## config.mk

```make
export PLATFORM = sky130hd
export DESIGN_NAME = adc_onoff_ctrl
export DESIGN_NICKNAME = d
export VERILOG_FILES = /design/src/rtl/adc_onoff_pkg.sv /design/src/rtl/adc_cal_guard.sv /design/src/rtl/adc_stab_timer.sv /design/src/rtl/adc_start_gate.sv /design/src/rtl/adc_onoff_ctrl.sv
export SDC_FILE = /design/constraint.sdc
export NUM_CORES = 1
export LEC_CHECK = 0
export ABC_AREA = 1
export BUFFER_PORTS_ARGS = -buffer_cell sky130_fd_sc_hd__buf_2
export CORE_AREA = 3 3 46 48
export CTS_CLUSTER_DIAMETER = 30
export DETAILED_ROUTE_END_ITERATION = 10
export DIE_AREA = 0 0 49 51
export GPL_ROUTABILITY_DRIVEN = 0
export PLACE_DENSITY = 0.83
export REMOVE_ABC_BUFFERS = 1
export SYNTH_ARGS = -nofsm -noshare
export SYNTH_HDL_FRONTEND = slang
export SYNTH_SLANG_ARGS = --single-unit
export TNS_END_PERCENT = 50
```

## constraint.sdc

```tcl
create_clock -name clk -period 2.8 [get_ports clk]
set_input_delay 0.28 -clock clk [delete_from_list [all_inputs] [get_ports clk]]
set_output_delay 0.28 -clock clk [all_outputs]
set_load 0.02 [all_outputs]
```

## src/rtl/adc_onoff_pkg.sv

```systemverilog
package adc_onoff_pkg;
  typedef enum logic [1:0] {
    ST_OFF  = 2'd0,
    ST_STAB = 2'd1,
    ST_RDY  = 2'd2,
    ST_DIS  = 2'd3
  } onoff_state_e;

  localparam int unsigned NUM_START_PATHS = 2;
  localparam int unsigned PATH_REG = 0;
  localparam int unsigned PATH_INJ = 1;
endpackage

```

## src/rtl/adc_cal_guard.sv

```systemverilog
module adc_cal_guard #(
  parameter int unsigned GUARD_CYC = 4
) (
  input  logic clk,
  input  logic rst_n,
  input  logic cal_busy,
  output logic cal_block
);
  localparam int unsigned GW = $clog2(GUARD_CYC + 1);
  localparam logic [GW-1:0] RELOAD = GW'(GUARD_CYC - 1);

  logic          busy_q;
  logic [GW-1:0] left_q;
  logic          fall;

  assign fall      = busy_q & ~cal_busy;
  assign cal_block = cal_busy | fall | (left_q != '0);

  always_ff @(posedge clk or negedge rst_n) begin
    if (!rst_n) begin
      busy_q <= 1'b0;
      left_q <= '0;
    end else begin
      busy_q <= cal_busy;
      if (fall)
        left_q <= RELOAD;
      else if (left_q != '0)
        left_q <= left_q - 1'b1;
    end
  end
endmodule

```

## src/rtl/adc_stab_timer.sv

```systemverilog
module adc_stab_timer #(
  parameter int unsigned STAB_CYC = 20
) (
  input  logic clk,
  input  logic rst_n,
  input  logic run,
  output logic done
);
  localparam int unsigned CW = (STAB_CYC > 2) ? $clog2(STAB_CYC) : 1;
  localparam logic [CW-1:0] LAST = CW'(STAB_CYC - 1);

  logic [CW-1:0] cnt_q;

  assign done = run && (cnt_q == LAST);

  always_ff @(posedge clk or negedge rst_n) begin
    if (!rst_n)
      cnt_q <= '0;
    else if (!run)
      cnt_q <= '0;
    else if (!done)
      cnt_q <= cnt_q + 1'b1;
  end
endmodule

```

## src/rtl/adc_start_gate.sv

```systemverilog
module adc_start_gate (
  input  logic clk,
  input  logic rst_n,
  input  logic allow,
  input  logic sw_start,
  input  logic ext_trig,
  input  logic trig_en,
  output logic go
);
  logic req;

  assign req = sw_start | (trig_en & ext_trig);

  always_ff @(posedge clk or negedge rst_n) begin
    if (!rst_n)
      go <= 1'b0;
    else
      go <= allow & req;
  end
endmodule

```

## src/rtl/adc_onoff_ctrl.sv

```systemverilog
module adc_onoff_ctrl
  import adc_onoff_pkg::*;
#(
  parameter int unsigned STAB_CYC  = 20,
  parameter int unsigned GUARD_CYC = 4
) (
  input  logic clk,
  input  logic rst_n,
  input  logic pwr_deep_down,
  input  logic vreg_on,
  input  logic cal_busy,
  input  logic wr_en_set,
  input  logic wr_dis_set,
  input  logic wr_rdy_clr,
  input  logic rdy_ie,
  input  logic sw_reg_start,
  input  logic sw_inj_start,
  input  logic ext_reg_trig,
  input  logic ext_inj_trig,
  input  logic reg_trig_en,
  input  logic inj_trig_en,
  input  logic ana_off_ack,
  output logic en_bit,
  output logic dis_bit,
  output logic ana_enable,
  output logic rdy_flag,
  output logic rdy_irq,
  output logic reg_conv_go,
  output logic inj_conv_go
);
  onoff_state_e state_q, state_d;
  logic cal_block;
  logic stab_done;
  logic en_ok;
  logic set_rdy;
  logic start_allow;
  logic [NUM_START_PATHS-1:0] sw_vec, ext_vec, ten_vec, go_vec;

  adc_cal_guard #(.GUARD_CYC(GUARD_CYC)) u_guard (
    .clk      (clk),
    .rst_n    (rst_n),
    .cal_busy (cal_busy),
    .cal_block(cal_block)
  );

  adc_stab_timer #(.STAB_CYC(STAB_CYC)) u_stab (
    .clk  (clk),
    .rst_n(rst_n),
    .run  (state_q == ST_STAB),
    .done (stab_done)
  );

  // Enable acceptance: power domain usable and no calibration guard.
  assign en_ok = !pwr_deep_down && vreg_on && !cal_block;

  always_comb begin
    state_d = state_q;
    set_rdy = 1'b0;
    unique case (state_q)
      ST_OFF:  if (wr_en_set && !wr_dis_set && en_ok) state_d = ST_STAB;
      ST_STAB: begin
        if (wr_dis_set)     state_d = ST_DIS;
        else if (stab_done) begin
          state_d = ST_RDY;
          set_rdy = 1'b1;
        end
      end
      ST_RDY:  if (wr_dis_set)  state_d = ST_DIS;
      ST_DIS:  if (ana_off_ack) state_d = ST_OFF;
      default: state_d = ST_OFF;
    endcase
  end

  always_ff @(posedge clk or negedge rst_n) begin
    if (!rst_n) begin
      state_q  <= ST_OFF;
      en_bit   <= 1'b0;
      dis_bit  <= 1'b0;
      rdy_flag <= 1'b0;
    end else begin
      state_q <= state_d;
      // Control bits follow the state transitions.
      if (state_q == ST_OFF && state_d == ST_STAB)
        en_bit <= 1'b1;
      else if (state_q == ST_DIS && state_d == ST_OFF)
        en_bit <= 1'b0;
      if (state_q != ST_DIS && state_d == ST_DIS)
        dis_bit <= 1'b1;
      else if (state_q == ST_DIS && state_d == ST_OFF)
        dis_bit <= 1'b0;
      // Ready flag: hardware set wins over software clear.
      if (set_rdy)
        rdy_flag <= 1'b1;
      else if (wr_rdy_clr)
        rdy_flag <= 1'b0;
    end
  end

  assign ana_enable = (state_q == ST_STAB) || (state_q == ST_RDY);
  assign rdy_irq    = rdy_flag & rdy_ie;

  // Start gating, shared by regular and injected paths.
  assign start_allow = (state_q == ST_RDY) && !wr_dis_set;

  assign sw_vec[PATH_REG]  = sw_reg_start;
  assign sw_vec[PATH_INJ]  = sw_inj_start;
  assign ext_vec[PATH_REG] = ext_reg_trig;
  assign ext_vec[PATH_INJ] = ext_inj_trig;
  assign ten_vec[PATH_REG] = reg_trig_en;
  assign ten_vec[PATH_INJ] = inj_trig_en;

  for (genvar p = 0; p < NUM_START_PATHS; p++) begin : g_path
    adc_start_gate u_gate (
      .clk     (clk),
      .rst_n   (rst_n),
      .allow   (start_allow),
      .sw_start(sw_vec[p]),
      .ext_trig(ext_vec[p]),
      .trig_en (ten_vec[p]),
      .go      (go_vec[p])
    );
  end

  assign reg_conv_go = go_vec[PATH_REG];
  assign inj_conv_go = go_vec[PATH_INJ];
endmodule

```

Yosys cells after proc, flatten, opt, wreduce, memory -nomap -nowiden
Index checks and enable logic that the tools add are counted.

Input port bits: 16. Register bits after elaboration: 16. Memories: 0. Output and inout bits: 7. Bits in latches: 0. ROM bits: 0. RAM bits: 0.

Equal/unequal tests: 8. Add/sub/neg operators: 2. Reduce and logical (&&, ||, !) cells: 20. Shift-type cells: 0. Div/mod/pow operators: 0. $lt $le $gt $ge: 0. Multiplexer cells: 18. Bitwise operators: 11. $mul: 0.

Operators by type and width (count): 2-bit 2-to-1 mux (5); 5-bit 2-to-1 mux (2); 1-bit logical AND (9); 1-bit 2-to-1 mux (8); 2-bit one-hot mux with 4 select lines (1); 2-bit nonzero test (4); 1-bit bitwise AND (6); 2-bit == test (second input constant) (3); 3-bit 2-to-1 mux (2); 5-bit by 1-bit adder with 5-bit output (second input constant) (1); 5-bit == test (second input constant) (1); 2-bit by 1-bit == test with 1-bit output (second input constant) (2); 2-bit logical NOT (2); 2-bit != test (second input constant) (2); 1-bit bitwise OR (4); 1-bit logical NOT (3); 3-bit nonzero test (1); 3-bit by 1-bit subtractor with 3-bit output (second input constant) (1); 1-bit logical OR (1); 1-bit NOT (1).

Depth between registers and ports, before layout
Gate-level depths: netlist (run 1).

Word-level depth: 13. Depth in mapped cells: 11. Gate-level depth less buffers: 11.

Cells and area by module
A second synthesis (run 1) with hierarchy kept.

Cells, all modules: 130. Area total of the unflattened synthesis: 959.7 um^2.

By module, submodules not included: adc_onoff_ctrl (seq. area each 125.1 um^2, area an instance 392.9 um^2, cells each 58, instances 1); adc_stab_timer (seq. area each 125.1 um^2, area an instance 271.5 um^2, cells each 38, instances 1); adc_cal_guard (seq. area each 100.1 um^2, area an instance 205.2 um^2, cells each 24, instances 1); adc_start_gate (seq. area each 25.0 um^2, area an instance 45.0 um^2, cells each 5, instances 2).

Least setup slack after synthesis (run 1)
Ideal clock, no wire load.

Path type: register -> register. From: register state_q[0]. To: register en_bit. Stages on the path, launching flop included: 10. Path buffers: 0. Required time: 2.681 ns. Slack: 1.398 ns. Library setup time: 0.119 ns. Period minus slack after synthesis: 1.402 ns. Arrival: 1.283 ns. Path through: dfrtp_1 > inv_1 > ha_1 > inv_1 > nand2_1 > nand2_1 > nand3_1 > a21boi_1 > nand2_1 > and2_1.

Longest elaborated chain between the ends: 8. Elaborated cells between the ends (all ways): 17. Classes of those cells: eq/ne (4); mux (7); reduce/logical (6).

RTL lines: from (decl) (RTL line adc_onoff_ctrl.sv:31) `onoff_state_e state_q, state_d;`; from (signal assigned) (RTL line adc_onoff_ctrl.sv:81) `state_q <= state_d;`; 2-bit by 1-bit == test with 1-bit output (RTL line adc_onoff_ctrl.sv:49, adc_onoff_ctrl.sv:59); 1-bit logical AND (RTL line adc_stab_timer.sv:14) `assign done = run && (cnt_q == LAST);`; 2-bit 2-to-1 mux (RTL line adc_onoff_ctrl.sv:63) `else if (stab_done) begin`; 2-bit 2-to-1 mux (RTL line adc_onoff_ctrl.sv:62) `if (wr_dis_set) state_d = ST_DIS;`; 2-bit one-hot mux with 4 select lines (RTL line adc_onoff_ctrl.sv:59) `unique case (state_q)`; 2-bit by 1-bit == test with 1-bit output or 2-bit logical NOT (tied branches) (RTL line adc_onoff_ctrl.sv:83, adc_onoff_ctrl.sv:85); 1-bit logical AND (on tied branches) (RTL line adc_onoff_ctrl.sv:83, adc_onoff_ctrl.sv:85); 1-bit 2-to-1 mux or 2-bit nonzero test (tied branches); to (signal assigned) (RTL line adc_onoff_ctrl.sv:77) `en_bit <= 1'b0;`; to (signal assigned) (RTL line adc_onoff_ctrl.sv:84) `en_bit <= 1'b1;`; to (signal assigned) (RTL line adc_onoff_ctrl.sv:86) `en_bit <= 1'b0;`; to (decl) (RTL line adc_onoff_ctrl.sv:23) `output logic en_bit,`.

Several ways; a longest one is shown, not always the timed one. A chain may end at the register's enable or synchronous reset.

Worst setup path after layout (run 1)
Same ends and word-level chain as after synthesis.

==> run summary, run 1 <==
The count of fill cells added during filler insertion came out at ~170. The first global-routing pass estimated about 3.2 mm of wire. The final number of max-transition violations came to 0. The overall die height came out at between 50 and 60 µm.

The count of nets after finishing came out at approximately 170. The family of cells with the greatest summed delay on the critical path is simple AND/OR/NAND/NOR gates. The via count of the first global-routing pass came out at just under 800. The placement row count is 15.

On the critical path, the stage with the largest delay is an instance of sky130_fd_sc_hd__dfrtp_1. The multiplexer share of the synthesized area came out at 0%. The worst setup path is captured at a register.

Compared with the post-synthesis result, the final layout area differs by 19.8%. The overall routed net length is approximately 1.8 mm. The placed wire-length estimate came out at 1.45 mm.

CTS built an H-tree with a depth of 1. Before antenna repair, the detailed router went through 4 iterations. The remaining antenna violation count is 0.

The post-synthesis xor/xnor area fraction came out at under 10%. The count of pins on the block boundary came out at 23. The total standard cell area after synthesis came out at ~950 µm².

The worst-skew pair later-pin latency is 290 ps. Summed over all failing endpoints, the final setup total negative slack is 0 ps. The power density of the placed cells came out at roughly 850 nW/µm². The share of the synthesized area in the top cell type is 42.3%. The compound-gate portion of the synthesized area is roughly a tenth. The gate count of the mapped netlist is between 100 and 150.

The number of clock buffers added by TritonCTS is 3. Dividing the final minimum period by the clock period gives 57.4%. The area of the core is between 1500 and 2000 µm². The critical path launch point type is a register. The maximum number of pins on one net before global-route repair came out at 17. The hold buffer count at CTS came out at 1. Max-cap violations in this run came to 0. The data required time of the worst path came out at about 3000 ps. The commonest cells after synthesis are 29 x sky130_fd_sc_hd__nand2_1, 21 x sky130_fd_sc_hd__inv_1, 16 x sky130_fd_sc_hd__dfrtp_1. The non-filler instance count after layout is 172. Ranked by total cell area, the synthesized netlist is headed by sky130_fd_sc_hd__dfrtp_1 42%, sky130_fd_sc_hd__nand2_1 12%, sky130_fd_sc_hd__ha_1 9.3%. The met1 wire length came out at around 800 µm. The average detailed-routed wire length per instance came out at roughly 10 µm. TritonCTS built the clock tree. The initial cell density of the core is between 50% and 60%. The number of distinct standard cells referenced by the synthesized netlist came out at 21.

The maximum fanout encountered on the critical timing path came out at 5. After detailed placement, the design holds a cell count of 167. The mean instance size in the synthesized netlist is 7.88 µm². The number of setup violations in the final report is 0. Counting both buffers and inverters, the worst setup path holds a total of 2. The DRC marker count from the first detailed-route iteration came out at 9. Summing the areas of all fa, ha and maj instances in the mapped netlist gives 9.26% of the synthesized area. In the synthesized netlist the async set-or-reset flop fraction comes to 100%. The amount of wire on met2 after detailed routing came out at ~850 µm. The number of setup buffers added after CTS is 0.

The number of enable flip-flop cells after synthesis came out at 0. The number of hold violations in the final report is 0. The largest incremental delay on the critical path came out at approximately 430 ps.

The die is ~50 µm wide. The number of diodes came out at 0. The most numerous cell type found on the critical path is sky130_fd_sc_hd__nand2_1.

The clock sink total is 16. The number of gates resized after CTS was 0. The launch instance of the worst min-delay path is cal_busy. After detailed routing, the met3 layer carries 82 µm of wire. Of the synthesized area, sequential elements account for 42.3%. The number of antenna violations at the first check in global routing came out at 0. The launch point of the critical path is state_q[0]$_DFF_PN0_. The register bit count reported by yosys came out at 16. Walking the worst path, the cells encountered are inv_1 > ha_1 > inv_1 > nand2_1 > nand2_1 > nand3_1 > a21boi_1 > nand2_1 > and2_1. The synthesized netlist devotes 26.7% of its cell area to simple gates. The run finished with clean final reports.

The most common cell in the netlist is sky130_fd_sc_hd__nand2_1. The arrival time at the worst endpoint is approximately 1800 ps. The main combinational cell family by area after synthesis is simple AND/OR/NAND/NOR gates. The critical path in this run is classified as reg -> reg. The CTS root buffer is sky130_fd_sc_hd__clkbuf_4. The overall routing resource usage is around 16%. The number of buffers added on ports came out at 22. The die area is about 2500 µm². Summed over all layers, the global routing overflow is 0. The maximum vdd drop came out at 0.590 mV. Using the TritonRoute via totals, the vias-per-cell ratio works out to between 4 and 5.

The total via count in the routed design came out at approximately 820. The maximum clock frequency is roughly 0.62 GHz. The largest area contributor in the synthesized netlist is sky130_fd_sc_hd__dfrtp_1. The share of final-layout standard cells stronger than drive strength 1 came out at roughly 27%.

The most used flip-flop cell after synthesis is sky130_fd_sc_hd__dfrtp_1. The relative max-transition margin came out at between 70 and 80%. At the pin with the least slew margin, the transition time is around 350 ps.

Counting I/O delays and the setup requirement, the final critical path takes 1610 ps. The setup skew after layout came out at roughly 3.1 ps. The path class of the tightest hold or removal check is in -> reg.

The startpoint identified for the worst register-to-register timing path is state_q[0]$_DFF_PN0_. Setup repair after global routing left no endpoint under its margin. The clock-pin slew on the worst setup and hold paths came out at ~90 ps. No sink is reached through more buffers than the 2 on the longest clock path.

The remaining routing DRC violations came out at 0. The leakage power summed over all cells is approximately 0.63 nW. Yosys printed 0 warnings.

The detailed router used layers up to and including met4.
==> worst register-to-register path, stage by stage (launching register included) <==
cell                       delay [ps]
sky130_fd_sc_hd__dfrtp_1          430
sky130_fd_sc_hd__inv_1            100
sky130_fd_sc_hd__ha_1             260
sky130_fd_sc_hd__inv_1             90
sky130_fd_sc_hd__nand2_1           80
sky130_fd_sc_hd__nand2_1           60
sky130_fd_sc_hd__nand3_1          100
sky130_fd_sc_hd__a21boi_1         160
sky130_fd_sc_hd__nand2_1           80
sky130_fd_sc_hd__and2_1           140
==> through the flow <==
step                      setup slack, ps  area (µm²)  hold slack, ps  utilization (%)  total power [W]
after floorplan                      1400         946           -15.6                -         0.000698
final                                1190        1130             120             64.9         0.000962
after global placement               1270        1090             213             62.3         0.000790
after global routing                 1020        1130             111             64.9          0.00106
after detailed placement             1210        1090             209             62.3         0.000814
after CTS                            1190        1130             111             64.9         0.000971
==> flip-flops by register name, indices dropped and copies added (netlist names) <==
register	flops
dis_bit	1
en_bit	1
g_path.u_gate.go	2
rdy_flag	1
state_q	2
u_guard.busy_q	1
u_guard.left_q	3
u_stab.cnt_q	5
==> where the power goes <==
| group | internal [W] | total, W | switching, W |
|---|---|---|---|
| clock network | 0.0000793 | 0.000151 | 0.0000718 |
| logic | 0.000178 | 0.000469 | 0.000291 |
| registers | 0.000297 | 0.000342 | 0.0000454 |
==> logic make-up after synthesis <==
| group | count (synthesis) |
|---|---|
| adders and majority gates | 7 |
| buffers and inverters | 25 |
| xor gates and xnor gates | 2 |
| AOI/OAI and AO/OA | 15 |
| DFF | 16 |
| and+or+nand+nor | 55 |
==> final timing paths <==
| kind | end | slack [ps] | depth (start not counted) |
|---|---|---|---|
| min in group asynchronous | u_stab.cnt_q[2]$_DFFE_PN0P_ | 420 | 2 |
| min | u_guard.busy_q$_DFF_PN0_ | 120 | 1 |
| max in group asynchronous | rdy_flag$_DFFE_PN0P_ | 2120 | 2 |
| max reg2reg | en_bit$_DFFE_PN0P_ | 1190 | 9 |
| min reg2reg | dis_bit$_DFFE_PN0P_ | 480 | 2 |
| max | en_bit$_DFFE_PN0P_ | 1190 | 9 |
==> cells in the final DEF (no fill, tap or decap) <==
cell                            netlist  routed
sky130_fd_sc_hd__nand2_1             29      29
sky130_fd_sc_hd__buf_2                0      22
sky130_fd_sc_hd__inv_1               21      21
sky130_fd_sc_hd__dfrtp_1             16      16
sky130_fd_sc_hd__nor2_1              10      10
sky130_fd_sc_hd__ha_1                 7       7
sky130_fd_sc_hd__nand3_1              5       5
sky130_fd_sc_hd__inv_2                4       4
sky130_fd_sc_hd__nand2_2              4       4
sky130_fd_sc_hd__a21oi_1              4       4
sky130_fd_sc_hd__nor2_4               3       3
sky130_fd_sc_hd__o21ai_0              3       3
sky130_fd_sc_hd__clkbuf_4             0       3
sky130_fd_sc_hd__o21ai_1              2       2
sky130_fd_sc_hd__xnor2_1              2       2
sky130_fd_sc_hd__o211ai_1             2       2
sky130_fd_sc_hd__nor3_1               2       2
sky130_fd_sc_hd__nor2_2               1       1
sky130_fd_sc_hd__o21bai_2             1       1
sky130_fd_sc_hd__a21oi_2              1       1
sky130_fd_sc_hd__o22ai_1              1       1
sky130_fd_sc_hd__a21boi_1             1       1
sky130_fd_sc_hd__and2_1               1       1
sky130_fd_sc_hd__clkbuf_8             0       1
sky130_fd_sc_hd__dlygate4sd3_1        0       1
==> layout make-up <==
cell class / instances / area [µm²] / share of cell area, %
repair buffers: 23 / 120 / 10.6
flip-flops and latches: 16 / 400 / 35.3
multi-input cells: 79 / 452 / 39.8
clock buffers: 4 / 36.3 / 3.20
well taps: 25 / 31.3 / 2.76
inverters: 25 / 93.8 / 8.28
==> layer usage <==
layer / GRT usage (%) / vias to the layer above
met2: 29.2 / 25
met4: 7.11 / 0
met1: 19.7 / 368
li1: - / 424
met3: 2.04 / 5
met5: 0 / -
No activity file was read; power rests on OpenSTA's default activity.
==> run 2: changes to the inputs <==
CORE_AREA = 3 3 48 50   (was 3 3 46 48)
DIE_AREA = 0 0 51 53   (was 0 0 49 51)
PLACE_DENSITY = 0.78   (was 0.83)
clock period = 1.5 ns   (was 2.8 ns; I/O delays follow)
==> run 2 against run 1 <==
Net effect: non-clock buffer count up 14; combinational power rose to 2.7 times the previous value; power rose by 130%; worst setup slack got worse by 1200 ps; clock skew rose by 3.3 ps; global-route usage increased by 0.45 points; critical path depth stayed put; first-iteration DRC count up 110%.
==> run summary, run 2 (synthesis gave the netlist of run 1 again) <==
The run finished with clean final reports. The maximum fanout encountered on the critical timing path came to 3 (-2). The signal on the critical path passes through ha_4 > inv_2 > nor2_4 > nand2_2 > o21bai_2 > nand2_1 > a21oi_2 > nand2_1 > and2_1. The non-filler instance count after layout came out at 187 (+8.7%). The count of buffer and inverter cells on the critical path came out at 1 (-1). In this run the worst hold path is classified as in -> reg. The setup skew after layout is 6.34 ps (+3.28 ps).

The remaining global-route overflow came out at 0 (unchanged). The area of the core came out at 1940 µm² (+11%). The register with the most flip-flops in the final layout is u_stab.cnt_q. The final worst hold slack came out at 35.4 ps (-84.4 ps). The number of cells in the design after placement is 172 (+3.0%). The worst register-to-register path ends at en_bit$_DFFE_PN0P_.

The average detailed-routed wire length per instance came out at 11.7 µm (+15%). The share of final-layout standard cells stronger than drive strength 1 came to 44.4% (+17 points). The count of nets after finishing is 185 (+8.2%). The maximum clock frequency came out at 0.680 GHz (+9.4%). The final number of max-transition violations is 0 (unchanged). The depth of the worst register-to-register path came out at 9 (unchanged).

The placed wire-length estimate was 1.57 mm (+8.5%). The number of buffers added on ports is 22 (unchanged). The DRC marker count from the first detailed-route iteration is 19 (+10).

The overall die height is 53 µm (+3.9%). The arrival time at the worst endpoint came to 1660 ps (-130 ps). The total via count in the routed design came out at 889 (+8.2%).

The maximum number of pins on one net before global-route repair is 17 (unchanged). The detail-routed via count per cell is 4.75 (-0.52%). The worst-skew pair later-pin latency is 290 ps (about the same). The most critical setup path has its startpoint at u_stab.cnt_q[1]$_DFFE_PN0P_. The accumulated negative setup slack is 0 ps (unchanged). The internal reg-to-reg setup slack is 30 ps (-1160 ps). The clock sink total is 16 (unchanged).

The number of setup violations in the final report is 0 (unchanged). The number of antenna violations at the first check in global routing came out at 0 (unchanged). The post-route minimum period came to 1470 ps (-139 ps). The measured slew at the worst slew-check pin was 362 ps (+11.8 ps). The remaining routing DRC violations is 0 (unchanged). The number of diodes came out at 0 (unchanged).

The top cell types in the final layout, fill and taps aside, are 24 x sky130_fd_sc_hd__nand2_1, 22 x sky130_fd_sc_hd__buf_2, 16 x sky130_fd_sc_hd__inv_1. The remaining antenna violation count is 0 (unchanged). The number of cells on the worst hold path was 2 (+1). The CTS root buffer is sky130_fd_sc_hd__clkbuf_4. The largest registers in the layout are u_stab.cnt_q: 5 flops, u_guard.left_q: 3 flops. The overall routed net length is 2.19 mm (+25%).

The die area came out at 2700 µm² (+8.2%). The placement row count was 16 (+1). The number of CTS-inserted buffers is 3 (unchanged). The most common cell after layout, fill and taps aside is sky130_fd_sc_hd__nand2_1.

The maximum level of the CTS H-tree was 1 (unchanged). The largest individual stage delay along the critical path comes from the cell sky130_fd_sc_hd__dfrtp_1. The number of hold violations in the final report is 0 (unchanged). The maximum count of clock buffers along a single path was 2 (unchanged). The utilization of the core after routing was 68.4% (+3.5 points). The clock-pin slew on the worst setup and hold paths came out at 90 ps (about the same). The global-route wire length before repair is 3.37 mm (+6.6%).

Setup repair after global routing could not meet its margin everywhere. The power density of the placed cells is 1640 nW/µm² (+93%). The area added between synthesis and finish is 40.5%.

The maximum vdd drop is 1.05 mV (+77%). The kind of cell with the highest combined delay along the critical path is simple AND/OR/NAND/NOR gates. The count of pins on the block boundary came out at 23 (unchanged). The worst register-to-register path begins at u_stab.cnt_q[1]$_DFFE_PN0P_. The largest incremental delay on the critical path is 420 ps (about the same). STA classifies the critical path endpoint as a register. The number of flip-flops in the largest register is 5 (unchanged). The endpoint of the worst hold-timing path is rdy_flag$_DFFE_PN0P_. The worst setup path is launched from a register. By startpoint and endpoint, the worst setup path is classified as reg -> reg. The via count of the first global-routing pass is 847 (+8.0%). The detailed-routing iteration count for the pre-antenna-repair pass is 4 (unchanged). The worst hold path begins at wr_rdy_clr. TritonCTS built the clock tree.

The data required time of the worst path came to 1690 ps (-1300 ps). The relative max-transition margin is 75.9% (-0.78 points). The overall routing resource usage is 16.8% (+0.45 points). The horizontal extent of the die came out at 51 µm (+4.1%). The number of max-cap violations is 0 (unchanged). The final cycle utilization of the critical path is 98.0% (+41 points). Among the stages of the critical path, the cell type that occurs most often is sky130_fd_sc_hd__nand2_1. The leakage power summed over all cells came out at 0.691 nW (+9.2%). The initial cell density of the core came to 48.7% (-5.5 points).
run 2: changes by cell type in the layout (fill, tap and decap cells not counted), moves of 4 or more:
cell,before,now
sky130_fd_sc_hd__ha_1,7,1
sky130_fd_sc_hd__nand2_1,29,24
sky130_fd_sc_hd__ha_4,0,5
sky130_fd_sc_hd__buf_4,0,12
sky130_fd_sc_hd__nand2_2,4,8
sky130_fd_sc_hd__inv_2,4,8
sky130_fd_sc_hd__inv_1,21,16
run 2: area by class of cell:
class	count	area, µm²
Inverter	25	96.3
Tap cell	27	33.8
Timing Repair Buffer	37	231
Sequential cell	16	402
Multi-Input combinational cell	79	543
Fill cell	170	613
Clock buffer	3	22.5
run 2: per-layer routing:
| metal | track usage (%) | wire, µm |
|---|---|---|
| met1 | 17.1 | 946 |
| met4 | 8.07 | 33 |
| met3 | 2.82 | 94 |
| met5 | 0 | 0 |
| met2 | 32.6 | 1120 |
run 2: worst register-to-register path: cells and delay by family, from the launching register on:
family | cells | cell delay, ps
buffers and inverters | 1 | 40
flip-flops | 1 | 420
AO/OA/AOI/OAI | 2 | 270
AND/OR/NAND/NOR | 5 | 480
adder cells (fa/ha/maj) | 1 | 160
run 2: worst max-delay path by stage:
stage / to / slack (ps) / depth (start not counted)
2_1_floorplan: en_bit$_DFFE_PN0P_ / 100 / 9
3_3_place_gp: en_bit$_DFFE_PN0P_ / 40 / 9
3_5_place_dp: en_bit$_DFFE_PN0P_ / -50 / 9
4_1_cts: en_bit$_DFFE_PN0P_ / 5 / 9
5_1_grt: en_bit$_DFFE_PN0P_ / -80 / 10
6_report: en_bit$_DFFE_PN0P_ / 30 / 9
run 2: stage by stage:
step / worst slack, ps / cell area, µm² / power [W]
finish: 30.3 / 1330 / 0.00218
global route: -78.7 / 1330 / 0.00235
CTS: 5.23 / 1180 / 0.00186
detailed placement: -54.7 / 1110 / 0.00157
global placement: 43.6 / 1110 / 0.00151
floorplan: 97.7 / 946 / 0.00130
run 2: timing repair:
action,4_1_cts,5_1_grt
pin swaps,0,13
resized for setup,1,26
hold endpoints to repair,17,0
setup buffers,3,7
setup endpoints to repair,2,2
hold buffers,2,0
run 2: report_power, final:
| group | internal [W] | switching [W] | leakage [nW] | total (W) |
|---|---|---|---|---|
| clock | 0.0000933 | 0.000135 | 0.0138 | 0.000228 |
| sequential | 0.000557 | 0.000110 | 0.202 | 0.000667 |
| combinational | 0.000588 | 0.000694 | 0.475 | 0.00128 |
| total | 0.00124 | 0.000939 | 0.691 | 0.00218 |
